$ cat src/rtl/pair_alu16_pkg.sv
package pair_alu16_pkg;

  typedef enum logic [1:0] {
    OP_ADD  = 2'b00,
    OP_ADC  = 2'b01,
    OP_SBC  = 2'b10,
    OP_PASS = 2'b11
  } alu_op_e;

  localparam int FLAG_W = 8;
  localparam int FB_C   = 0;
  localparam int FB_N   = 1;
  localparam int FB_PV  = 2;
  localparam int FB_X3  = 3;
  localparam int FB_H   = 4;
  localparam int FB_X5  = 5;
  localparam int FB_Z   = 6;
  localparam int FB_S   = 7;

endpackage

$ cat src/rtl/pair_alu16_rst_sync.sv
module pair_alu16_rst_sync #(
  parameter int STAGES = 2
) (
  input  logic clk,
  input  logic rst_n,
  output logic rst_sync_n
);

  logic [STAGES-1:0] sync_q;
  logic [STAGES-1:0] sync_d;

  always_comb begin
    sync_d = {sync_q[STAGES-2:0], 1'b1};
  end

  always_ff @(posedge clk or negedge rst_n) begin
    if (!rst_n) begin
      sync_q <= '0;
    end else begin
      sync_q <= sync_d;
    end
  end

  assign rst_sync_n = sync_q[STAGES-1];

endmodule

$ cat src/rtl/pair_alu16_core.sv
module pair_alu16_core
  import pair_alu16_pkg::*;
#(
  parameter int W  = 16,
  parameter int HB = 11
) (
  input  alu_op_e      op,
  input  logic [W-1:0] a_val,
  input  logic [W-1:0] b_val,
  input  logic         carry_in,
  output logic [W-1:0] sum,
  output logic         carry_out,
  output logic         half_out,
  output logic         ovf_out
);

  localparam int LO_W = HB + 1;

  logic         is_sub;
  logic         use_c;
  logic         ci;
  logic [W-1:0] b_eff;
  logic [W:0]   full;
  logic [LO_W:0] low;

  always_comb begin
    is_sub = (op == OP_SBC);
    use_c  = (op == OP_ADC) || (op == OP_SBC);
    b_eff  = is_sub ? ~b_val : b_val;
    ci     = is_sub ? ~(use_c & carry_in) : (use_c & carry_in);
    full   = {1'b0, a_val} + {1'b0, b_eff} + {{W{1'b0}}, ci};
    low    = {1'b0, a_val[HB:0]} + {1'b0, b_eff[HB:0]} + {{LO_W{1'b0}}, ci};
    sum       = full[W-1:0];
    carry_out = full[W] ^ is_sub;
    half_out  = low[LO_W] ^ is_sub;
    ovf_out   = (a_val[W-1] == b_eff[W-1]) && (full[W-1] != a_val[W-1]);
  end

endmodule

$ cat src/rtl/pair_alu16_flags.sv
module pair_alu16_flags
  import pair_alu16_pkg::*;
#(
  parameter int W = 16
) (
  input  alu_op_e           op,
  input  logic [W-1:0]      a_val,
  input  logic [W-1:0]      sum,
  input  logic              carry,
  input  logic              half,
  input  logic              ovf,
  input  logic [FLAG_W-1:0] flags_in,
  output logic [W-1:0]      res_nxt,
  output logic [FLAG_W-1:0] flags_nxt
);

  always_comb begin
    res_nxt   = sum;
    flags_nxt = '0;
    unique case (op)
      OP_ADD: begin
        flags_nxt        = flags_in;
        flags_nxt[FB_C]  = carry;
        flags_nxt[FB_N]  = 1'b0;
        flags_nxt[FB_H]  = half;
        flags_nxt[FB_X3] = 1'b0;
        flags_nxt[FB_X5] = 1'b0;
      end
      OP_ADC, OP_SBC: begin
        flags_nxt[FB_S]  = sum[W-1];
        flags_nxt[FB_Z]  = (sum == '0);
        flags_nxt[FB_H]  = half;
        flags_nxt[FB_PV] = ovf;
        flags_nxt[FB_N]  = (op == OP_SBC);
        flags_nxt[FB_C]  = carry;
      end
      OP_PASS: begin
        res_nxt          = a_val;
        flags_nxt        = flags_in;
        flags_nxt[FB_X3] = 1'b0;
        flags_nxt[FB_X5] = 1'b0;
      end
      default: begin
        res_nxt   = sum;
        flags_nxt = '0;
      end
    endcase
  end

endmodule

$ cat src/rtl/pair_alu16_oreg.sv
module pair_alu16_oreg #(
  parameter int W  = 16,
  parameter int FW = 8
) (
  input  logic          clk,
  input  logic          rst_n,
  input  logic          load,
  input  logic [W-1:0]  res_d,
  input  logic [FW-1:0] flg_d,
  output logic          valid_q,
  output logic [W-1:0]  res_q,
  output logic [FW-1:0] flg_q
);

  logic          valid_n;
  logic [W-1:0]  res_n;
  logic [FW-1:0] flg_n;

  always_comb begin
    valid_n = load;
    res_n   = res_q;
    flg_n   = flg_q;
    if (load) begin
      res_n = res_d;
      flg_n = flg_d;
    end
  end

  always_ff @(posedge clk or negedge rst_n) begin
    if (!rst_n) begin
      valid_q <= 1'b0;
      res_q   <= '0;
      flg_q   <= '0;
    end else begin
      valid_q <= valid_n;
      res_q   <= res_n;
      flg_q   <= flg_n;
    end
  end


  valid_pulse_chk: assert property (@(posedge clk) disable iff (!rst_n)
    load |=> valid_q);


  no_spurious_valid_chk: assert property (@(posedge clk) disable iff (!rst_n)
    !load |=> !valid_q);


  hold_chk: assert property (@(posedge clk) disable iff (!rst_n)
    !load |=> ($stable(res_q) && $stable(flg_q)));


  capture_chk: assert property (@(posedge clk) disable iff (!rst_n)
    load |=> (res_q == $past(res_d)));

endmodule

$ cat src/rtl/pair_alu16.sv
module pair_alu16
  import pair_alu16_pkg::*;
#(
  parameter int W       = 16,
  parameter int HALF_B  = 11,
  parameter int SYNC_ST = 2
) (
  input  logic              clk,
  input  logic              rst_n,
  input  logic              in_valid,
  input  logic [1:0]        op_sel,
  input  logic [W-1:0]      dest_val,
  input  logic [W-1:0]      src_val,
  input  logic [FLAG_W-1:0] flags_in,
  output logic              out_valid,
  output logic [W-1:0]      result,
  output logic [FLAG_W-1:0] flags_out
);

  logic              rst_sync_n;
  alu_op_e           op;
  logic [W-1:0]      sum;
  logic              carry;
  logic              half;
  logic              ovf;
  logic [W-1:0]      res_nxt;
  logic [FLAG_W-1:0] flg_nxt;

  assign op = alu_op_e'(op_sel);

  pair_alu16_rst_sync #(.STAGES(SYNC_ST)) u_rst (
    .clk        (clk),
    .rst_n      (rst_n),
    .rst_sync_n (rst_sync_n)
  );

  pair_alu16_core #(.W(W), .HB(HALF_B)) u_core (
    .op        (op),
    .a_val     (dest_val),
    .b_val     (src_val),
    .carry_in  (flags_in[FB_C]),
    .sum       (sum),
    .carry_out (carry),
    .half_out  (half),
    .ovf_out   (ovf)
  );

  pair_alu16_flags #(.W(W)) u_flags (
    .op        (op),
    .a_val     (dest_val),
    .sum       (sum),
    .carry     (carry),
    .half      (half),
    .ovf       (ovf),
    .flags_in  (flags_in),
    .res_nxt   (res_nxt),
    .flags_nxt (flg_nxt)
  );

  pair_alu16_oreg #(.W(W), .FW(FLAG_W)) u_oreg (
    .clk     (clk),
    .rst_n   (rst_sync_n),
    .load    (in_valid),
    .res_d   (res_nxt),
    .flg_d   (flg_nxt),
    .valid_q (out_valid),
    .res_q   (result),
    .flg_q   (flags_out)
  );


  zero_flag_chk: assert property (@(posedge clk) disable iff (!rst_sync_n)
    (in_valid && (op == OP_ADC || op == OP_SBC)) |-> (flg_nxt[FB_Z] == (sum == '0)));


  keep_flags_chk: assert property (@(posedge clk) disable iff (!rst_sync_n)
    (in_valid && op == OP_ADD) |=>
      (flags_out[FB_S] == $past(flags_in[FB_S]) && flags_out[FB_Z] == $past(flags_in[FB_Z])
       && flags_out[FB_PV] == $past(flags_in[FB_PV])));


  sub_flag_chk: assert property (@(posedge clk) disable iff (!rst_sync_n)
    (in_valid && op == OP_SBC) |=> flags_out[FB_N]);


  unused_bits_chk: assert property (@(posedge clk) disable iff (!rst_sync_n)
    out_valid |-> (!flags_out[FB_X5] && !flags_out[FB_X3]));


  pass_chk: assert property (@(posedge clk) disable iff (!rst_sync_n)
    (in_valid && op == OP_PASS) |=> (result == $past(dest_val)));

endmodule

$ cat config.mk
export PLATFORM = sky130hd
export DESIGN_NAME = pair_alu16
export DESIGN_NICKNAME = d
export VERILOG_FILES = /design/src/rtl/pair_alu16_pkg.sv /design/src/rtl/pair_alu16_rst_sync.sv /design/src/rtl/pair_alu16_core.sv /design/src/rtl/pair_alu16_flags.sv /design/src/rtl/pair_alu16_oreg.sv /design/src/rtl/pair_alu16.sv
export SDC_FILE = /design/constraint.sdc
export NUM_CORES = 1
export LEC_CHECK = 0
export BUFFER_PORTS_ARGS = -buffer_cell sky130_fd_sc_hd__buf_2
export CORE_ASPECT_RATIO = 0.75
export CORE_MARGIN = 2
export CORE_UTILIZATION = 41
export DETAILED_ROUTE_END_ITERATION = 12
export PLACE_DENSITY = 0.79
export REMOVE_ABC_BUFFERS = 1
export SLEW_MARGIN = 30
export SYNTH_ARGS = -nofsm -noshare
export SYNTH_HDL_FRONTEND = slang
export SYNTH_SLANG_ARGS = --single-unit
$ cat constraint.sdc
create_clock -name clk -period 0.9 [get_ports clk]
set_input_delay 0.27 -clock clk [delete_from_list [all_inputs] [get_ports clk]]
set_output_delay 0.27 -clock clk [all_outputs]
set_load 0.02 [all_outputs]
# == After elaboration in Yosys (flattened, before gate mapping) ==
# Index checks and enable logic that the tools add are counted.
# Widths: inputs -> output; s select.
# word_totals
out_inout_bits,25
word_cells,31
regBits,25
in_bits,45
# op_classes
n_eq_ne,5
n_bitwise,5
addsub,4
n_mux,6
n_reduce_logical,7
# ops
operator,count
$mux 16,2
$add 16x16->17,1
$add 17x1->17,1
$logic_not 16->1,1
$not 16->16,1
$add 12x12->13,1
$add 13x1->13,1
$pmux 3 s3,1
$eq 2x2->1 const B,2
$pmux 2 s2,1
$reduce_or 2->1,2
$reduce_or 3->1,1
$eq 2x1->1 const B,1
$logic_not 2->1,1
$pmux 1 s2,1
$xor 1x1->1,2
$and 1x1->1,1
$eq 1x1->1,1
$logic_and 1x1->1,1
$logic_or 1x1->1,1
$mux 1,1
$ne 1x1->1,1
$not 1->1,1

# == Logic depth before layout (Yosys ltp) ==
# logic_depth
word_depth,9
depth_mapped,15

# == Cells and area by module ==
# Synthesis repeated with hierarchy kept, for this count alone.
# unflattened
cells_unflattened,229
hier_area_um2,2477.4
# modules_own_cells
mod,cells_each,area_per_inst_um2,n_inst
pair_alu16_core,131,1049.8,1
pair_alu16_oreg,52,1022.2,1
pair_alu16_flags,43,351.6,1
pair_alu16_rst_sync,3,53.8,1

# == Worst setup path before layout ==
# OpenSTA, ideal clock, no wires.
# synth_timing
kind,input to register
from,input port op_sel[0]
to,register u_oreg.flg_q[0]
slack_ps,-2767
cell_stages,15
t_arrival_ps,3525
path_cell_list,inv_1 > ha_1 > buf_4 > buf_1 > xnor2_1 > fa_1 > fa_1 > nand2b_1 > a21o_1 > a211oi_2 > nor3_1 > or3_4 > o21ai_2 > xnor2_1 > o221ai_1
# synth_via
elab_chain_len,8
word_cells_on_any_way,14
classes_between,2 x add/sub; 3 x eq/ne; 3 x mux; 3 x bitwise; 3 x reduce/logical
# synth_rtl
element,line,source
start: declaration,pair_alu16.sv:11,"input logic [1:0] op_sel,"
"parallel branches: the longest is 7 deep, another holds $add 16x16->17",--,
$pmux 3 s3 *,pair_alu16_flags.sv:20,unique case (op)
end signal: assignment,pair_alu16_oreg.sv:37,flg_q <= flg_n;
end: declaration,pair_alu16_oreg.sv:12,output logic [FW-1:0] flg_q
# Every way passes the cells marked *.
# A chain may end at the register's enable or synchronous reset.

# == Final worst setup path ==
# Same ends and word-level chain as after synthesis.

==> impl_metrics.csv <==
group,metric,value,unit
route,wl_per_cell,18.8,um
synthesis,yosysWarnings,0,
synthesis,synth_top_cell_area_share,0.286,
clock_tree,clock_path_buffers,2,
synthesis,synth_edf_count,0,
route,drtIter0Drc,122,
synthesis,synth_cell_types,46,
die,die_x,88.4,um
power,power.density,1600,nW/um^2
clock_tree,htree_num_levels,1,
clock_tree,cts_buffers,3,
critical_path,crit_chain,"buf_8, inv_8, ha_4, nand2_4, xor2_2, fa_2, fa_2, nand2b_4, a21o_1, a211oi_2, nor3_1, or3_4, o21ai_4, xnor2_1, o221ai_1",
critical_path,required,1.05,ns
synthesis,netlist_area,2190,sq um
clock_tree,cts-root-buf,"clkbuf_8",
synthesis,synth_seq_cells,25,
die,initial_core_util,0.418,
route,drt_pass1_iterations,4,
critical_path,cp_num_cells,15,
critical_path,crit_type,"in -> reg",
critical_path,critical-path-top-cell-by-count,"fa_2",
die,pin_count,70,
critical_path,start_kind,"input port",
critical_path,cp-end-kind,"flop",
outcome,violations,"setup timing",
global_route,antenna_found_initial,0,
sta,final.period_utilization,3.42,
global_route,grt_max_degree,43,
global_route,grt_overflow,0,
synthesis,synth-seq-area-share,0.286,
placed_design,dpl.cell_count,458,
route,vias,2700,
critical_path,reg2regPathDepth,3,
synthesis,synth_cells,264,
sta,hold_viol,0,
clock_tree,clk_latency,0.28,ns
global_route,grt_pass1_wl,11.6,mm
critical_path,arrival,3.22,ns
die,fp.dieH,67.3,um
sta,rsz0062_at_grt,"true",
critical_path,slowest_stage,"or3_4",
synthesis,async_flop_share,1.00,
hold_path,hold_class,"reg -> async",
sta,whs,0.222,ns
sta,setup_viol,45,
die,die_area,5950,sq um
finish,nets,485,
route,vias_per_cell,5.48,
critical_path,crit_fanout,3,
sta,min_period,3.08,ns
synthesis,yosysMostFrequentCell,"nor2_1",
finish,layout.cells.non_filler,493,
synthesis,synth.area.top_cells,"dfrtp_1 (29%), ha_1 (11%), xor2_1 (9.6%)",
job,drv_cap,0,
sta,final-max-slew-violation-count,0,
global_route,grt_pass1_vias,2550,
power,p_leak,0.00189,uW
route,drc,0,
route,ant_nets,0,
sta,tns,-40.91,ns
synthesis,yosysTopAreaCell,"dfrtp_1",
sta,fmax,325,MHz
placed_design,hpwlAfterDp,5.02,mm
placed_design,place.gp.congestion,0.919,
die,coreArea,5240,sq um
finish,stdcell_area,4010,sq um
finish,areaGrowthSynthToFinish,83.0,%
clock_tree,clkSinkCount,25,
sta,fin_skew,0.00795,ns
critical_path,path_delay_family,"adder cells",
synthesis,yosys-top-cells-count,"nor2_1 (36), a21oi_1 (32), dfrtp_1 (25)",
route,finalWirelength,9.27,mm
clock_tree,clk_pin_slew_worst_paths,0.10,ns
synthesis,synth.avg_cell_area,8.30,sq um
outcome,status,"finished with violations",
sta,fin_ws,-2.18,ns
clock_tree,cts_tree,"done",
global_route,grt_usage,0.252,
critical_path,slowest_delay,0.42,ns
placed_design,placed_area,3060,sq um
die,rows,23,
finish,num_antenna_cells,0,
critical_path,worstPathBufferInverterCount,2,
power,ir_worst_vdd,0.00117,V
synthesis,synthFlopType,"dfrtp_1",
finish,final_layout_size_suffix_gt1_frac,0.550,
placed_design,numPortBuffers,65,
power by group:
| part | switching, uW | internal, uW |
|---|---|---|
| registers | 183 | 1350 |
| logic | 2040 | 2110 |
| clock network | 427 | 316 |
| total | 2650 | 3770 |
flip-flops by register name (all words and copies together), names as in the netlist:
register and cells:
u_rst.sync_q 2, u_oreg.res_q 16, u_oreg.flg_q 6, u_oreg.valid_q 1
routing by layer:
layer | track usage | up-vias | routed length [um]
li1 | - | 1225 | -
met5 | 0 | - | 0
met1 | 0.301 | 1303 | 3450
met2 | 0.474 | 133 | 4800
met4 | 0.0530 | 0 | 451
met3 | 0.0465 | 39 | 566
final timing paths:
kind / startpoint / end / slack [ns]
min: u_rst.sync_q[1] / u_oreg.res_q[0] / 0.22
max reg2reg: u_oreg.flg_q[6] / u_oreg.flg_q[6] / -0.13
min reg2reg: u_rst.sync_q[1] / u_oreg.res_q[0] / 0.22
max in group asynchronous: rst_n / u_rst.sync_q[0] / 0.51
max: op_sel[0] / u_oreg.flg_q[0] / -2.18
min in group clk: flags_in[2] / u_oreg.flg_q[2] / 0.27
what timing repair did:
| item | CTS | global route |
|---|---|---|
| pin swaps | 35 | 30 |
| gates resized for setup | 92 | 62 |
| buffers inserted | 16 | 17 |
| endpoints found under the hold margin | 2 | 0 |
| endpoints found under the setup margin | 45 | 45 |
| hold buffers | 1 | 0 |
area by class of cell:
type,count,area (sq um)
Multi-Input combinational cell,216,1890
Timing Repair Buffer,162,1290
Fill cell,324,1230
Sequential cell,25,626
Tap cell,75,93.8
Inverter,11,53.8
Clock buffer,3,41.3
Clock inverter,1,7.51
logic make-up (layout without fill, tap and decap cells):
group	Yosys count	in the layout	synth area share
AOI/OAI and AO/OA	71	71	0.203
xor gates and xnor gates	32	32	0.128
adders and majority gates	21	21	0.127
buffers and inverters	24	177	0.0463
DFF	25	25	0.286
muxes	8	8	0.0388
other	2	3	0.00343
and+or+nand+nor	81	81	0.168
per-stage QoR:
stage / util / total power (uW) / worst slack (ns)
2_1_floorplan: - / 3010 / -2.76
4_1_cts: 0.685 / 5650 / -2.04
3_5_place_dp: 0.585 / 4220 / -2.62
6_report: 0.766 / 6430 / -2.18
5_1_grt: 0.766 / 6720 / -2.24
3_3_place_gp: 0.585 / 4150 / -2.42
cell usage in the layout, fill, tap and decap left out, types with 4 or more instances in the layout:
cell type,instances
mux2_2,4
o21ai_0,6
a21oi_1,25
nand2_1,16
xor2_1,16
inv_1,9
buf_6,33
nor2_2,4
ha_1,14
dfrtp_1,25
mux2i_1,4
nor3_1,5
xor2_2,8
o21a_1,4
nor2_1,29
xnor2_2,6
ha_4,4
buf_4,83
a21oi_4,4
buf_2,40
Note: power is estimated with default switching activity, not from simulation.
